--- config.mk ---
export PLATFORM = sky130hd
export DESIGN_NAME = pmpchk_top
export DESIGN_NICKNAME = d
export VERILOG_FILES = /design/src/rtl/pmpchk_pkg.sv /design/src/rtl/pmpchk_range.sv /design/src/rtl/pmpchk_select.sv /design/src/rtl/pmpchk_top.sv
export SDC_FILE = /design/constraint.sdc
export NUM_CORES = 1
export LEC_CHECK = 0
export BUFFER_PORTS_ARGS = -buffer_cell sky130_fd_sc_hd__clkbuf_2
export CAP_MARGIN = 30
export CORE_MARGIN = 2
export CORE_UTILIZATION = 35
export CTS_CLUSTER_DIAMETER = 40
export CTS_CLUSTER_SIZE = 25
export DETAILED_ROUTE_END_ITERATION = 12
export PLACE_DENSITY = 0.52
export SETUP_SLACK_MARGIN = 0.05
export SKIP_LAST_GASP = 1
export SLEW_MARGIN = 25
export SYNTH_ARGS = -nofsm -noshare
export SYNTH_HDL_FRONTEND = slang
export SYNTH_SLANG_ARGS = --single-unit
--- constraint.sdc ---
create_clock -name clk -period 14.25 [get_ports clk]
set_input_delay 2.85 -clock clk [delete_from_list [all_inputs] [get_ports clk]]
set_output_delay 2.85 -clock clk [all_outputs]
set_load 0.005 [all_outputs]
--- src/rtl/pmpchk_pkg.sv ---
package pmpchk_pkg;

    localparam int CFG_R        = 0;
    localparam int CFG_W        = 1;
    localparam int CFG_X        = 2;
    localparam int CFG_MODE_LSB = 3;
    localparam int CFG_LOCK     = 7;

    typedef logic [2:0] perm_t;

    localparam perm_t P_NONE = 3'b000;
    localparam perm_t P_R    = 3'b001;
    localparam perm_t P_X    = 3'b100;
    localparam perm_t P_RW   = 3'b011;
    localparam perm_t P_RX   = 3'b101;
    localparam perm_t P_RWX  = 3'b111;

    typedef enum logic [0:0] {
        S_IDLE = 1'b0,
        S_RESP = 1'b1
    } state_t;

    function automatic logic entry_active(input logic [7:0] cfg);
        return cfg[CFG_MODE_LSB +: 2] != 2'b00;
    endfunction

    function automatic logic [3:0] lock_code(input logic [7:0] cfg);
        return {cfg[CFG_LOCK], cfg[CFG_R], cfg[CFG_W], cfg[CFG_X]};
    endfunction

    function automatic perm_t mach_table(input logic [3:0] code);
        perm_t p;
        case (code)
            4'd2, 4'd3, 4'd14: p = P_RW;
            4'd9, 4'd10:       p = P_X;
            4'd11, 4'd13:      p = P_RX;
            4'd12, 4'd15:      p = P_R;
            default:           p = P_NONE;
        endcase
        return p;
    endfunction

    function automatic perm_t user_table(input logic [3:0] code);
        perm_t p;
        case (code)
            4'd7:                p = P_RWX;
            4'd5:                p = P_RX;
            4'd3, 4'd6:          p = P_RW;
            4'd2, 4'd4, 4'd15:   p = P_R;
            4'd1, 4'd10, 4'd11:  p = P_X;
            default:             p = P_NONE;
        endcase
        return p;
    endfunction

endpackage

--- src/rtl/pmpchk_range.sv ---
module pmpchk_range #(
    parameter int AW = 32
) (
    input  logic [AW-1:0] lo,
    input  logic [AW-1:0] hi,
    input  logic [AW-1:0] first_byte,
    input  logic [AW-1:0] last_byte,
    output logic          first_in,
    output logic          last_in
);
    always_comb begin
        first_in = (first_byte >= lo) && (first_byte <= hi);
        last_in  = (last_byte  >= lo) && (last_byte  <= hi);
    end
endmodule

--- src/rtl/pmpchk_select.sv ---
module pmpchk_select
    import pmpchk_pkg::*;
#(
    parameter int N = 8
) (
    input  logic [N-1:0]   first_in,
    input  logic [N-1:0]   last_in,
    input  logic [N*8-1:0] cfg_flat,
    input  logic           mmode,
    input  logic           lockdown,
    input  logic           whitelist,
    input  perm_t          want,
    output perm_t          allow,
    output logic           grant
);
    function automatic perm_t rule_allow(input logic [7:0] cfg, input logic mm,
                                         input logic lk);
        perm_t p;
        if (!lk) begin
            p = (mm && !cfg[CFG_LOCK]) ? P_RWX : cfg[CFG_X:CFG_R];
        end else if (mm) begin
            p = mach_table(lock_code(cfg));
        end else begin
            p = user_table(lock_code(cfg));
        end
        return p;
    endfunction

    logic       found;
    logic [7:0] c;

    always_comb begin
        found = 1'b0;
        allow = P_NONE;
        grant = 1'b0;
        c     = 8'h00;
        for (int i = 0; i < N; i++) begin
            c = cfg_flat[i*8 +: 8];
            if (!found && entry_active(c) && (first_in[i] || last_in[i])) begin
                found = 1'b1;
                if (first_in[i] && last_in[i]) begin
                    allow = rule_allow(c, mmode, lockdown);
                    grant = ((want & allow) == want);
                end else begin
                    allow = P_NONE;
                    grant = 1'b0;
                end
            end
        end
        if (!found) begin
            if (whitelist) begin
                allow = P_NONE;
                grant = 1'b0;
            end else if (lockdown) begin
                if (mmode && !want[CFG_X]) begin
                    allow = P_RW;
                    grant = 1'b1;
                end else begin
                    allow = P_NONE;
                    grant = 1'b0;
                end
            end else begin
                allow = mmode ? P_RWX : P_NONE;
                grant = mmode;
            end
        end
    end
endmodule

--- src/rtl/pmpchk_top.sv ---
module pmpchk_top
    import pmpchk_pkg::*;
#(
    parameter int N          = 8,
    parameter int AW         = 32,
    parameter int SZW        = 4,
    parameter int WORD_BYTES = 4
) (
    input  logic            clk,
    input  logic            rst_n,
    input  logic            req_valid,
    input  logic [AW-1:0]   req_addr,
    input  logic [SZW-1:0]  req_size,
    input  logic [2:0]      req_perm,
    input  logic            req_mmode,
    input  logic            sec_lockdown,
    input  logic            sec_whitelist,
    input  logic [N*AW-1:0] ent_lo,
    input  logic [N*AW-1:0] ent_hi,
    input  logic [N*8-1:0]  ent_cfg,
    output logic            rsp_valid,
    output logic [2:0]      rsp_allow,
    output logic            rsp_grant
);
    localparam int PADW = AW - SZW;
    localparam logic [SZW-1:0] WORD_SZ = SZW'(WORD_BYTES);

    state_t          state_q;
    state_t          state_d;
    logic [SZW-1:0]  eff_size;
    logic [AW-1:0]   last_byte;
    logic [N-1:0]    first_in;
    logic [N-1:0]    last_in;
    perm_t           dec_allow;
    logic            dec_grant;

    always_comb begin
        eff_size  = (req_size == '0) ? WORD_SZ : req_size;
        last_byte = req_addr + {{PADW{1'b0}}, eff_size} - {{(AW-1){1'b0}}, 1'b1};
    end

    for (genvar g = 0; g < N; g++) begin : g_range
        pmpchk_range #(.AW(AW)) i_range (
            .lo         (ent_lo[g*AW +: AW]),
            .hi         (ent_hi[g*AW +: AW]),
            .first_byte (req_addr),
            .last_byte  (last_byte),
            .first_in   (first_in[g]),
            .last_in    (last_in[g])
        );
    end

    pmpchk_select #(.N(N)) i_select (
        .first_in  (first_in),
        .last_in   (last_in),
        .cfg_flat  (ent_cfg),
        .mmode     (req_mmode),
        .lockdown  (sec_lockdown),
        .whitelist (sec_whitelist),
        .want      (req_perm),
        .allow     (dec_allow),
        .grant     (dec_grant)
    );

    always_comb begin
        state_d = state_q;
        unique case (state_q)
            S_IDLE:  state_d = req_valid ? S_RESP : S_IDLE;
            S_RESP:  state_d = req_valid ? S_RESP : S_IDLE;
            default: state_d = S_IDLE;
        endcase
    end

    always_ff @(posedge clk) begin
        if (!rst_n) state_q <= S_IDLE;
        else        state_q <= state_d;
    end

    always_ff @(posedge clk) begin
        if (!rst_n || !req_valid) begin
            rsp_allow <= P_NONE;
            rsp_grant <= 1'b0;
        end else begin
            rsp_allow <= dec_allow;
            rsp_grant <= dec_grant;
        end
    end

    assign rsp_valid = (state_q == S_RESP);

endmodule

==> reports/results.ini, run 1 <==
[power_and_ir_drop]
pwr-share-seq = 0.008
p_clk_frac = 0.025
total_power_w = 0.001809
p_leak_nw = 18.21
powerDensity_nw_per_um2 = 56.30
p_comb_frac = 0.966
vdd_ir_drop_max_mv = 0.02646
swShare = 0.6013
internal_power_w = 0.0007213
p_switching_w = 0.001088

[synth]
synth_top_family_by_area = adder cells
synth_area_sq_um = 27020
synth_top_flop_cell = dfxtp_1
synth-xor-area-share = 0.009399
ys_ff_latch = 5
ys_types = 94
seq_area_frac_synth = 0.003704
synth_top_area_cell = ha_1
synthMuxAreaShare = 0.001158
synth-async-reset-ratio = 0
yosys.area_share.simple = 0.1610
synth_warnings = 0
yosysTopAreaCellShare = 0.4899
synth_compound_area_frac = 0.2473
synth_area_per_cell_sq_um = 7.496
syn-num-nets = 5285
synth_fa_ha_area_frac = 0.4906
yosys-top-cells-area = ha_1, inv_1, a21oi_1
synth_edf_count = 0
syn_inst = 3605

[clocking]
max-clock-path-buffers = 2
cts_buffers = 3
clkTransAtPathRegs_ns = 0.03
clkSinkCount = 5
root_buffer = clkbuf_16
ctsResizeCount = 0
cts_tree = yes
h-tree-depth = 1
cts_setup_buffers = 0
hold_buffers = 0

[worst_setup_path]
arrival_ns = 11.58
critPathMaxFanout = 17
critPathTopFamily = compound AO/OA/AOI/OAI gates
required_ns = 14.36
critPathBufInv = 5
slowest_stage = nor4bb_1
critPathCaptureType = flop
start_kind = input pin
crit_type = input pin to flop
cp_common_cell = a21oi_1
cpPeakStageDelay_ns = 0.74

[sta]
slew_headroom = 0.2605
clock.fmax_mhz = 87.15
period_share = 0.8052
worstMarginPinSlew_ns = 1.099
rsz0062_at_grt = false
whs_ns = 2.937
hold_viol = 0
period_needed_ns = 11.47
fin_tns_setup_ns = 0
slew_viol_final = 0
setup_viol = 0

[grt]
grt_pass1_vias = 28227
grt.overflow.total = 0
grt_pass1_wl_um = 179700
grt_max_degree = 58
grtUsageTotal = 0.3048
antenna_found_initial = 16

[worst_hold_path]
hold_start = req_valid
holdPathStages = 3
hold_end = rsp_grant
worstHoldPathType = input pin to flop

[placed_design]
hpwlAfterDp_um = 102700
gp_routability_congestion = 0.9153
port_buffers = 609

[routing]
via_count = 29520
post-route-drc-count = 0
met3_length_um = 6249
maxUsedRoutingLayer = met4
viasPerCell = 5.560
routedLengthMet1_um = 58220
drtIter0Drc = 1983
wl_met2_um = 56180
wl_per_cell_um = 23.54
wl_um = 125000
drtAntennaViolNets = 0
dr.pass1.iters = 7

[floorplanning]
ios = 626
die_h_um = 281.9
core_area_sq_um = 76200
chipWidth_um = 281.9
row_count = 101
initial_core_util = 0.3546
die-area_sq_um = 79450

[final_layout]
fin_nets = 5947
areaGrowthSynthToFinish_pct = 18.91
utilization = 0.4217
final_layout_size_suffix_gt1_frac = 0.1751

[run_status]
status = complete, no violations

[run]
max_cap_violations = 0

==> layout by cell type (no fill, tap or decap), drive strengths merged, types with 60 or more instances in the layout <==
cell type and count:
a21oi 375, o21ai 209, a211oi 60, inv 595, nand2 185, clkbuf 613
a21o 110, buf 72, nor2 172, nand3 91, ha 1058, nand4 170
==> cell usage after synthesis (9+ instances only) <==
cell type,instances
o21ai_0,198
or4_1,9
o21ai_1,11
a211oi_1,60
o211ai_1,50
a21o_1,110
and3_1,14
nor3_1,40
nand4_1,170
nand2_1,184
and4_1,18
a31oi_1,24
ha_1,1058
o31ai_1,12
nor2_1,172
o21a_1,27
a2111oi_0,14
xnor2_1,22
nor2b_1,38
inv_1,595
nand2b_1,19
o311ai_0,9
nand3_1,91
a221o_1,14
o22ai_1,11
nor4_1,29
a221oi_1,26
a21oi_1,374
clkbuf_1,17
==> stage by stage <==
step / setup WS, ns / cells / instance area [sq um]
3_5_place_dp: 2.690 / 5290 / 31990
3_3_place_gp: 2.728 / 5286 / 31960
5_1_grt: 2.394 / 5309 / 32130
4_1_cts: 2.879 / 5294 / 32070
2_1_floorplan: 4.846 / 3605 / 27020
6_report: 2.776 / 5309 / 32130
==> kinds of logic after synthesis <==
group / after synthesis
AOI/OAI and AO/OA: 1048
and+or+nand+nor: 841
muxes: 3
xor gates and xnor gates: 29
DFF: 5
adders and majority gates: 1059
buffers and inverters: 620
==> worst max path at each step <==
stage | startpoint | end | slack (ns) | cells past startpoint
6_report | req_addr[1] | rsp_allow[0] | 2.78 | 31
5_1_grt | req_addr[1] | rsp_allow[0] | 2.39 | 31
4_1_cts | req_addr[1] | rsp_allow[0] | 2.88 | 31
3_5_place_dp | req_addr[1] | rsp_allow[0] | 2.69 | 31
3_3_place_gp | req_addr[1] | rsp_allow[0] | 2.73 | 31
2_1_floorplan | req_addr[0] | rsp_allow[0] | 4.85 | 29
==> layer usage <==
layer | vias up | track usage
met5 | - | 0
met4 | 0 | 0.09670
met3 | 166 | 0.01235
met2 | 975 | 0.5085
met1 | 13524 | 0.4206
li1 | 14855 | -
==> power by group through the flow <==
stage	Clock, W	Sequential (W)	Combinational [W]
floorplan	0	0.0000153	0.00105
global placement	0	0.0000155	0.00169
detailed placement	0	0.0000154	0.00171
CTS	0.0000463	0.0000153	0.00172
global route	0.0000472	0.0000153	0.00196
finish	0.0000458	0.0000153	0.00175
==> sequential cells by signal (all words and copies together), names as in the netlist <==
| signal | count |
|---|---|
| rsp_allow | 3 |
| rsp_grant | 1 |
| rsp_valid | 1 |
==> layout make-up <==
| class | instances | area, sq um |
|---|---|---|
| antenna | 13 | 32.53 |
| fill | 8128 | 44070 |
| inverter | 596 | 2237 |
| sequential | 5 | 100.1 |
| multi-input combinational | 2980 | 24790 |
| tap | 1030 | 1289 |
| timing repair buffer | 681 | 3602 |
| clock buffer | 4 | 78.83 |
Power figures use the tool's default switching activity.
==> run 2, diff against run 1 <==
--- a/config.mk
+++ b/config.mk
@@ -5,6 +5,7 @@
 export SDC_FILE = /design/constraint.sdc
 export NUM_CORES = 1
 export LEC_CHECK = 0
+export ABC_AREA = 1
 export BUFFER_PORTS_ARGS = -buffer_cell sky130_fd_sc_hd__clkbuf_2
 export CAP_MARGIN = 30
 export CORE_MARGIN = 2
@@ -12,7 +13,7 @@
 export CTS_CLUSTER_DIAMETER = 40
 export CTS_CLUSTER_SIZE = 25
 export DETAILED_ROUTE_END_ITERATION = 12
-export PLACE_DENSITY = 0.52
+export PLACE_DENSITY = 0.54
 export SETUP_SLACK_MARGIN = 0.05
 export SKIP_LAST_GASP = 1
 export SLEW_MARGIN = 25
==> constraint.sdc (replaced) <==
create_clock -name clk -period 9.55 [get_ports clk]
set_input_delay 1.91 -clock clk [delete_from_list [all_inputs] [get_ports clk]]
set_output_delay 1.91 -clock clk [all_outputs]
set_load 0.005 [all_outputs]
==> reports/results.ini, run 2 <==
[routing]
wl_per_cell_um = 21.31
drtAntennaViolNets = 0
via_count = 31557
drtIter0Drc = 2109
post-route-drc-count = 0
viasPerCell = 5.225
wl_um = 128700
dr.pass1.iters = 5

[clocking]
cts_buffers = 3
ctsResizeCount = 0
hold_buffers = 0
max-clock-path-buffers = 2
root_buffer = clkbuf_16
h-tree-depth = 1
cts_tree = yes
cts_setup_buffers = 0
clkSinkCount = 5
clkTransAtPathRegs_ns = 0.03

[synth]
ys_ff_latch = 5
ys_top_cells_by_count = ha_1, nand2_1, inv_1, a21oi_1, nor2_1
synth_area_per_cell_sq_um = 6.521
seq_area_frac_synth = 0.003567
syn-num-nets = 5983
yosysMostFrequentCell = ha_1
yosys-top-cells-area = ha_1, nand2_1, inv_1
yosysTopAreaCellShare = 0.4718
synth_edf_count = 0
synth-async-reset-ratio = 0
synth_top_area_cell = ha_1
synth_area_sq_um = 28060
synth_top_flop_cell = dfxtp_1
ys_types = 57
syn_inst = 4303
synth_warnings = 0

[final_layout]
top_register = rsp_allow
layout_common_cells = ha_1, nand2_1, inv_1
final_layout_size_suffix_gt1_frac = 0.1530
fin_cells = 6040
areaGrowthSynthToFinish_pct = 18.48
fin_nets = 6667
final_common_cell = ha_1
largest_reg_flops = 3

[worst_setup_path]
cpPeakStageDelay_ns = 0.45
cp_common_cell = nand2_1
crit_type = input pin to flop
slowest_stage = fa_1
critPathCaptureType = flop
start_kind = input pin
critPathMaxFanout = 13
arrival_ns = 8.25
required_ns = 9.67

[power_and_ir_drop]
p_switching_w = 0.001751
internal_power_w = 0.001056
swShare = 0.6239
p_clk_frac = 0.024
p_comb_frac = 0.968
pwr-share-seq = 0.008
p_leak_nw = 20.15
vdd_ir_drop_max_mv = 0.04001
powerDensity_nw_per_um2 = 84.44

[worst_hold_path]
hold_start = req_valid
hold_end = rsp_valid
worstHoldPathType = input pin to flop
holdPathStages = 3

[sta]
period_needed_ns = 8.131
period_share = 0.8515
rsz0062_at_grt = false
slew_viol_final = 0
slew_headroom = 0.3725
setup_viol = 0
worstMarginPinSlew_ns = 0.9366
fin_tns_setup_ns = 0
clock.fmax_mhz = 123.0
hold_viol = 0

[placed_design]
hpwlAfterDp_um = 108800
port_buffers = 609
gp_routability_congestion = 0.9432
dp.cells = 6030

[run_status]
status = complete, no violations

[grt]
grtUsageTotal = 0.3014
grt.overflow.total = 0
grt_max_degree = 40
grt_pass1_wl_um = 185200
antenna_found_initial = 8
grt_use_met2 = 0.5101
grt_pass1_vias = 30031
met3_usage = 0.02722
use_met1 = 0.3917
grt_busiest_layer = met2

[floorplanning]
chipWidth_um = 287.1
die_h_um = 287.1
die-area_sq_um = 82450
initial_core_util = 0.3546
core_area_sq_um = 79130
row_count = 103
ios = 626

[run]
max_cap_violations = 0

## run 2: kinds of logic (layout without fill, tap and decap cells)
logic type / Yosys count / in the layout / share of synthesized area
and+or+nand+nor: 1454 / 1454 / 0.2179
AOI/OAI and AO/OA: 937 / 937 / 0.1873
xor gates and xnor gates: 29 / 29 / 0.009052
adders and majority gates: 1059 / 1059 / 0.4725
DFF: 5 / 5 / 0.003568
other: 0 / 4 / 0
buffers and inverters: 819 / 1502 / 0.1097
## run 2: power groups by stage
stage                     sequential [W]  clock [W]  combinational (W)
after floorplan                0.0000228          0            0.00163
after global placement         0.0000226          0            0.00262
after detailed placement       0.0000226          0            0.00267
after CTS                      0.0000224  0.0000686            0.00269
after global routing           0.0000224  0.0000709            0.00307
final                          0.0000224  0.0000687            0.00272
## run 2: worst max path at each step
stage	startpoint	endpoint	slack, ns
floorplan	req_addr[0]	rsp_grant	2.58
global placement	req_addr[1]	rsp_allow[2]	1.25
detailed placement	req_addr[1]	rsp_grant	1.22
CTS	req_addr[1]	rsp_allow[2]	1.42
global route	req_size[0]	rsp_allow[2]	0.88
finish	req_addr[1]	rsp_grant	1.42
## run 2: worst max-delay path: cells and delay by family
family	cells	cell delay, ns
buffers and inverters	6	0.71
adder cells (fa/ha/maj)	4	1.11
AO/OA/AOI/OAI	9	1.63
XOR/XNOR	1	0.39
AND/OR/NAND/NOR	18	2.46
## run 2: layout make-up
cell class,instances,area (sq um)
well taps,1050,1314
fillers,8673,45890
clock buffers,4,78.83
flip-flops and latches,5,100.1
multi-input cells,3479,25060
diodes,4,10.01
repair buffers,687,3638
inverters,811,3044
## run 2: routing by layer
layer,up-vias,part of all wire
met5,-,0.00032
met4,6,0.048
met3,201,0.061
met2,1084,0.45
met1,14208,0.44
li1,16058,-
## run 2: stage by stage
step | total power [W] | hold slack, ns | setup WS [ns] | area [sq um] | util
after global routing | 0.003167 | 1.979 | 0.8819 | 33240 | 0.4201
final | 0.002807 | 1.953 | 1.419 | 33240 | 0.4201
after global placement | 0.002645 | 2.179 | 1.250 | 33140 | 0.4188
after detailed placement | 0.002695 | 2.185 | 1.215 | 33140 | 0.4189
after CTS | 0.002777 | 1.953 | 1.423 | 33220 | 0.4199
after floorplan | 0.001657 | 2.068 | 2.578 | 28060 | -
